File: src/rtl/tourn_pkg.sv
// Shared types and counter arithmetic for the tournament predictor.
// Assumes every table entry is a 2-bit saturating counter whose MSB is the
// predicted direction.
package tourn_pkg;

    typedef logic [1:0] ctr2_t;

    localparam ctr2_t CTR_INIT = 2'b01;
    localparam ctr2_t CTR_MAX  = 2'b11;
    localparam ctr2_t CTR_MIN  = 2'b00;

    // Saturating step: up when inc is 1, down otherwise.
    function automatic ctr2_t ctr_step(input ctr2_t c, input logic inc);
        ctr2_t r;
        if (inc) r = (c == CTR_MAX) ? CTR_MAX : c + 2'd1;
        else     r = (c == CTR_MIN) ? CTR_MIN : c - 2'd1;
        return r;
    endfunction

    // Direction encoded by a counter value.
    function automatic logic ctr_dir(input ctr2_t c);
        return c[1];
    endfunction

endpackage

File: src/rtl/tp_ctr_table.sv
// Table of 2-bit saturating counters with two combinational read ports and
// one write port that steps a single entry per cycle.
// Assumes a write and a read of the same entry in one cycle returns the old
// value. All entries reset to the weakly-not-taken value.
module tp_ctr_table
    import tourn_pkg::*;
#(
    parameter int IDX_W = 6
) (
    input  logic             clk,
    input  logic             rst_n,
    input  logic [IDX_W-1:0] rd_a_idx,
    output ctr2_t            rd_a_val,
    input  logic [IDX_W-1:0] rd_b_idx,
    output ctr2_t            rd_b_val,
    input  logic             wr_en,
    input  logic [IDX_W-1:0] wr_idx,
    input  logic             wr_inc
);
    localparam int DEPTH = 1 << IDX_W;

    ctr2_t ents_q [DEPTH];

    // Reset every entry, otherwise step the written one.
    always_ff @(posedge clk) begin
        if (!rst_n) begin
            for (int i = 0; i < DEPTH; i++) begin
                ents_q[i] <= CTR_INIT;
            end
        end else if (wr_en) begin
            ents_q[wr_idx] <= ctr_step(ents_q[wr_idx], wr_inc);
        end
    end

    // Combinational reads for lookup and update sides.
    always_comb begin
        rd_a_val = ents_q[rd_a_idx];
        rd_b_val = ents_q[rd_b_idx];
    end

endmodule

File: src/rtl/tp_ghist.sv
// Global outcome history shift register shared by all branches.
// Newest outcome enters at bit 0; shifts only when shift_en is high.
module tp_ghist #(
    parameter int W = 8
) (
    input  logic         clk,
    input  logic         rst_n,
    input  logic         shift_en,
    input  logic         bit_in,
    output logic [W-1:0] hist
);
    generate
        if (W == 1) begin : g_one
            // Single-bit history just records the last outcome.
            always_ff @(posedge clk) begin
                if (!rst_n)        hist <= '0;
                else if (shift_en) hist <= bit_in;
            end
        end else begin : g_many
            // Shift left, dropping the oldest outcome.
            always_ff @(posedge clk) begin
                if (!rst_n)        hist <= '0;
                else if (shift_en) hist <= {hist[W-2:0], bit_in};
            end
        end
    endgenerate

endmodule

File: src/rtl/tp_chooser.sv
// Picks the final direction from two component directions and a chooser
// counter. Assumes chooser MSB 1 means trust the history-indexed component.
module tp_chooser
    import tourn_pkg::*;
(
    input  logic  bim_dir,
    input  logic  glb_dir,
    input  ctr2_t vote,
    output logic  final_dir
);
    // Agreement passes through; disagreement defers to the chooser.
    always_comb begin
        if (bim_dir == glb_dir) final_dir = bim_dir;
        else                    final_dir = ctr_dir(vote) ? glb_dir : bim_dir;
    end

endmodule

File: src/rtl/tourn_predictor.sv
// Tournament branch direction predictor: per-address counters, a
// global-history-indexed counter table and a per-address chooser table.
// Assumes one resolved branch at most per cycle, and that updates arrive
// in program order. No speculative history is kept.
module tourn_predictor
    import tourn_pkg::*;
#(
    parameter int PC_W    = 32,
    parameter int ALIGN_W = 2,
    parameter int BIDX_W  = 8,
    parameter int GHR_W   = 8
) (
    input  logic            clk,
    input  logic            rst_n,
    input  logic [PC_W-1:0] lk_pc,
    output logic            lk_taken,
    input  logic            upd_valid,
    input  logic [PC_W-1:0] upd_pc,
    input  logic            upd_taken
);
    logic [BIDX_W-1:0] bidx_lk;
    logic [BIDX_W-1:0] bidx_u;
    logic [GHR_W-1:0]  ghr;
    ctr2_t             bim_lk, bim_u;
    ctr2_t             glb_lk, glb_u;
    ctr2_t             vote_lk, vote_u;
    logic              bp_lk, gp_lk, bp_u, gp_u;
    logic              vote_wr;
    logic              unused_pc;

    // Index field extraction for lookup and update addresses.
    always_comb begin
        bidx_lk   = lk_pc[ALIGN_W +: BIDX_W];
        bidx_u    = upd_pc[ALIGN_W +: BIDX_W];
        unused_pc = ^lk_pc ^ ^upd_pc;
    end

    tp_ctr_table #(.IDX_W(BIDX_W)) u_bim (
        .clk      (clk),
        .rst_n    (rst_n),
        .rd_a_idx (bidx_lk),
        .rd_a_val (bim_lk),
        .rd_b_idx (bidx_u),
        .rd_b_val (bim_u),
        .wr_en    (upd_valid),
        .wr_idx   (bidx_u),
        .wr_inc   (upd_taken)
    );

    tp_ctr_table #(.IDX_W(GHR_W)) u_glb (
        .clk      (clk),
        .rst_n    (rst_n),
        .rd_a_idx (ghr),
        .rd_a_val (glb_lk),
        .rd_b_idx (ghr),
        .rd_b_val (glb_u),
        .wr_en    (upd_valid),
        .wr_idx   (ghr),
        .wr_inc   (upd_taken)
    );

    tp_ctr_table #(.IDX_W(BIDX_W)) u_vote (
        .clk      (clk),
        .rst_n    (rst_n),
        .rd_a_idx (bidx_lk),
        .rd_a_val (vote_lk),
        .rd_b_idx (bidx_u),
        .rd_b_val (vote_u),
        .wr_en    (vote_wr),
        .wr_idx   (bidx_u),
        .wr_inc   (gp_u == upd_taken)
    );

    tp_ghist #(.W(GHR_W)) u_hist (
        .clk      (clk),
        .rst_n    (rst_n),
        .shift_en (upd_valid),
        .bit_in   (upd_taken),
        .hist     (ghr)
    );

    // Component directions and chooser training enable.
    always_comb begin
        bp_lk   = ctr_dir(bim_lk);
        gp_lk   = ctr_dir(glb_lk);
        bp_u    = ctr_dir(bim_u);
        gp_u    = ctr_dir(glb_u);
        vote_wr = upd_valid && (bp_u != gp_u);
    end

    tp_chooser u_pick (
        .bim_dir   (bp_lk),
        .glb_dir   (gp_lk),
        .vote      (vote_lk),
        .final_dir (lk_taken)
    );

endmodule

File: config.mk
export PLATFORM = sky130hd
export DESIGN_NAME = tourn_predictor
export DESIGN_NICKNAME = d
export VERILOG_FILES = /design/src/rtl/tourn_pkg.sv /design/src/rtl/tp_ctr_table.sv /design/src/rtl/tp_ghist.sv /design/src/rtl/tp_chooser.sv /design/src/rtl/tourn_predictor.sv
export SDC_FILE = /design/constraint.sdc
export NUM_CORES = 2
export LEC_CHECK = 0
export ABC_AREA = 1
export BUFFER_PORTS_ARGS = -buffer_cell sky130_fd_sc_hd__buf_2
export CORE_ASPECT_RATIO = 0.6
export CORE_MARGIN = 2
export CORE_UTILIZATION = 45
export DETAILED_ROUTE_END_ITERATION = 7
export PLACE_DENSITY = 0.65
export SLEW_MARGIN = 20
export SYNTH_ARGS = -nofsm -noshare
export SYNTH_HDL_FRONTEND = slang
export SYNTH_SLANG_ARGS = --single-unit
File: constraint.sdc
create_clock -name clk -period 3.85 [get_ports clk]
set_clock_uncertainty 0.05 [all_clocks]
set_input_delay 0.385 -clock clk [delete_from_list [all_inputs] [get_ports clk]]
set_output_delay 0.385 -clock clk [all_outputs]
set_load 0.03 [all_outputs]
==> results.yml <==
timing:
  hold_viol_final: 0
  slew_viol_final: 0
  worstMarginPinSlew_ns: 1.30
  setup-tns-final_ns: 0
  fmax_mhz: 265
  setup_viol: 0
  relSlewSlack_pct: 13.4
  min_period_over_period_pct: 97.9
  min_period_ns: 3.77
  hold-worst-slack_ns: 0.519
clock_tree:
  h-tree-depth: 4
  cts_buffers: 162
  clock_path_buffers: 4
  clock_sink_count: 1552
  clk_latency_ns: 0.84
  path_clk_slew_ns: 0.07
  cts_tree: "built"
  cts-root-buf: "clkbuf_16"
synth:
  synth_cells: 10700
  async_flop_share_pct: 0
  syn_nets: 10800
  synth_top_area_share_pct: 53.9
  seq_area_frac_synth_pct: 54.3
  syn_area_per_cell_sq_um: 7.97
  synth_area_leader_cell: "edfxtp_1"
  netlist_area_sq_mm: 0.0855
  synth_seq_cells: 1552
  ys_warn_count: 0
  synth_common_cells: "2,905 x nand2_1, 2,237 x nor2_1, 1,536 x edfxtp_1"
  synth-edff-count: 1536
  synth_area_leaders: "edfxtp_1 54%, nand2_1 13%, nor2_1 9.8%"
  ys_types: 31
  synth_ff_type: "edfxtp_1"
  synth.most_common_cell: "nand2_1"
layout:
  drive_above_1_share_pct: 8.08
  nets: 10700
  regArea_sq_mm: 0.0465
  syn2layout_area_growth_pct: 13.1
  utilization_pct: 51.5
  fill_cells: 17300
  multiInputGateArea_sq_mm: 0.0318
grt:
  overflow: 0
  grt_first_pass_wirelength_mm: 457
  antenna_found_initial: 13
  grt_pass1_vias: 74100
  grt_usage_pct: 31.2
  grt_max_degree: 181
setup_path:
  r2r_cells: 15
  critPathKind: "flip-flop to output port"
  critPathTopFamily: "simple AND/OR/NAND/NOR gates"
  path_buf_inv: 4
  cp_common_cell: "nand3_1"
  crit_path_end_kind: "output port"
  max_stage_delay_ns: 0.38
  cp_max_fo: 15
  timing.rr.end: "u_glb.ents_q[24][1]$_SDFFCE_PN0P_"
  arrival_ns: 3.33
  slowest_stage: "dfxtp_4"
  cp.required_ns: 3.41
  start_kind: "flip-flop"
  crit_chain: "buf_4 > buf_4 > buf_16 > nand2_1 > nand3_1 > nand3_1 > nand3_1 > nand3_1 > nand2_2 > nand2_1 > nand3_1 > nand3_4 > nand2_4 > nand2_1 > nand2_2 > buf_4"
  rrSetupSlack_ns: 0.09
power:
  comb_power_share_pct: 18.0
  p_int_mw: 29.6
  p_sw_mw: 12.6
  clockPowerShare_pct: 36.9
  cellPowerDensity_mw_per_mm2: 436
  ir_drop_uv: 326
  p_seq_share_pct: 45.1
  p_leak_nw: 33.2
  p_total_mw: 42.2
  swShare_pct: 29.9
drt:
  dr.pass1.iters: 7
  drcViolationCount: 0
  vias: 80000
  ant_nets: 0
  wire_per_inst_microns: 23.5
  viasPerCell: 6.03
  wl_mm: 312
  drt-initial-drc-count: 13100
placed_design:
  port_buffers: 20
  dp_hpwl_mm: 199
  gp_congestion: 0.967
outcome:
  status: "finished, final reports clean"
floorplanning:
  die_w_microns: 567
  die_y_microns: 342
  core_sq_mm: 0.188
  initial_core_util_pct: 45.5
  io_pins: 69
  fp-row-count: 123
  die_area_sq_mm: 0.194
min_path:
  hold_depth: 4
  hp-class: "input pin to flip-flop"
  min_from: "rst_n"
flow_run:
  cap_violations: 0
==> how the worst max path moves through the flow <==
stage / start / end / depth (start not counted)
6_report: flip-flop / lk_taken / 16
2_1_floorplan: upd_pc[3] / u_bim.ents_q[116][1]$_SDFFCE_PN0P_ / 20
4_1_cts: flip-flop / lk_taken / 15
3_3_place_gp: upd_pc[3] / u_vote.ents_q[168][0]$_SDFFCE_PN1P_ / 19
5_1_grt: flip-flop / u_glb.ents_q[211][1]$_SDFFCE_PN0P_ / 17
3_5_place_dp: upd_pc[3] / u_vote.ents_q[245][0]$_SDFFCE_PN1P_ / 21
==> per-layer routing <==
| metal | vias to the layer above | global-route usage [%] | part of all wire [%] |
|---|---|---|---|
| met2 | 6248 | 42.3 | 40 |
| met4 | 22 | 10.5 | 3.4 |
| met1 | 37800 | 44.7 | 39 |
| li1 | 35100 | - | - |
| met5 | - | 0 | 0.067 |
| met3 | 826 | 12.4 | 18 |
==> power groups by stage <==
| stage | sequential (mW) | combinational (mW) | clock [mW] |
|---|---|---|---|
| 4_1_cts | 19.0 | 7.22 | 15.5 |
| 5_1_grt | 19.1 | 7.83 | 16.2 |
| 6_report | 19.0 | 7.58 | 15.5 |
| 3_5_place_dp | 19.4 | 7.12 | 0 |
| 3_3_place_gp | 19.4 | 7.05 | 0 |
| 2_1_floorplan | 19.3 | 3.98 | 0 |
==> worst min-delay path, cell delays in order <==
cell           delay, ns
dlygate4sd3_1       0.59
buf_8               0.20
o21ai_0             0.10
a21oi_1             0.05
==> sequential cells by signal (all words and copies together) (netlist names), named ones only <==
name	cells
u_hist.hist	8
u_vote.ents_q	512
u_glb.ents_q	512
u_bim.ents_q	512
==> cell families after synthesis <==
logic type	after synthesis	synth area share [%]
and+or+nand+nor	6605	31.8
DFF	1552	54.3
buffers and inverters	1803	8.76
AOI/OAI and AO/OA	769	5.16
==> final cells by class <==
| class | instances | share of cell area (%) |
|---|---|---|
| Antenna cell | 15 | 0.0388 |
| Clock buffer | 200 | 4.43 |
| Clock inverter | 78 | 0.689 |
| Inverter | 927 | 3.66 |
| Multi-Input combinational cell | 7374 | 32.9 |
| Sequential cell | 1552 | 48.0 |
| Tap cell | 2500 | 3.23 |
| Timing Repair Buffer | 612 | 7.08 |
==> stage by stage <==
stage,area (sq um),setup WS [ns],instances
after floorplan,85500,1.15,10700
after global placement,91300,-0.0937,12900
after detailed placement,91300,-0.119,12900
after CTS,96600,0.0343,13200
after global routing,96700,-0.00861,13200
final,96800,0.0826,13300
==> cell usage in the layout (no fill, tap or decap), types with 83 or more instances in the layout <==
cell type,netlist,routed
a22oi_1,150,150
inv_1,907,903
edfxtp_1,1536,1536
nand4_1,408,408
buf_4,60,414
buf_12,0,160
nand3_1,1032,1023
nand2_1,2905,2893
a21oi_1,83,83
o21ai_0,371,371
nor2_1,2237,2234
o22ai_1,148,148
clkbuf_16,0,166
==> timing repair <==
item,in CTS,in global routing
pin swaps,1,2
endpoints found under the hold margin,46,0
setup endpoints to repair,1,5
gates resized for setup,28,8
setup buffers,5,6
cloned,5,1
hold buffers,3,0
Power figures use the tool's default switching activity.
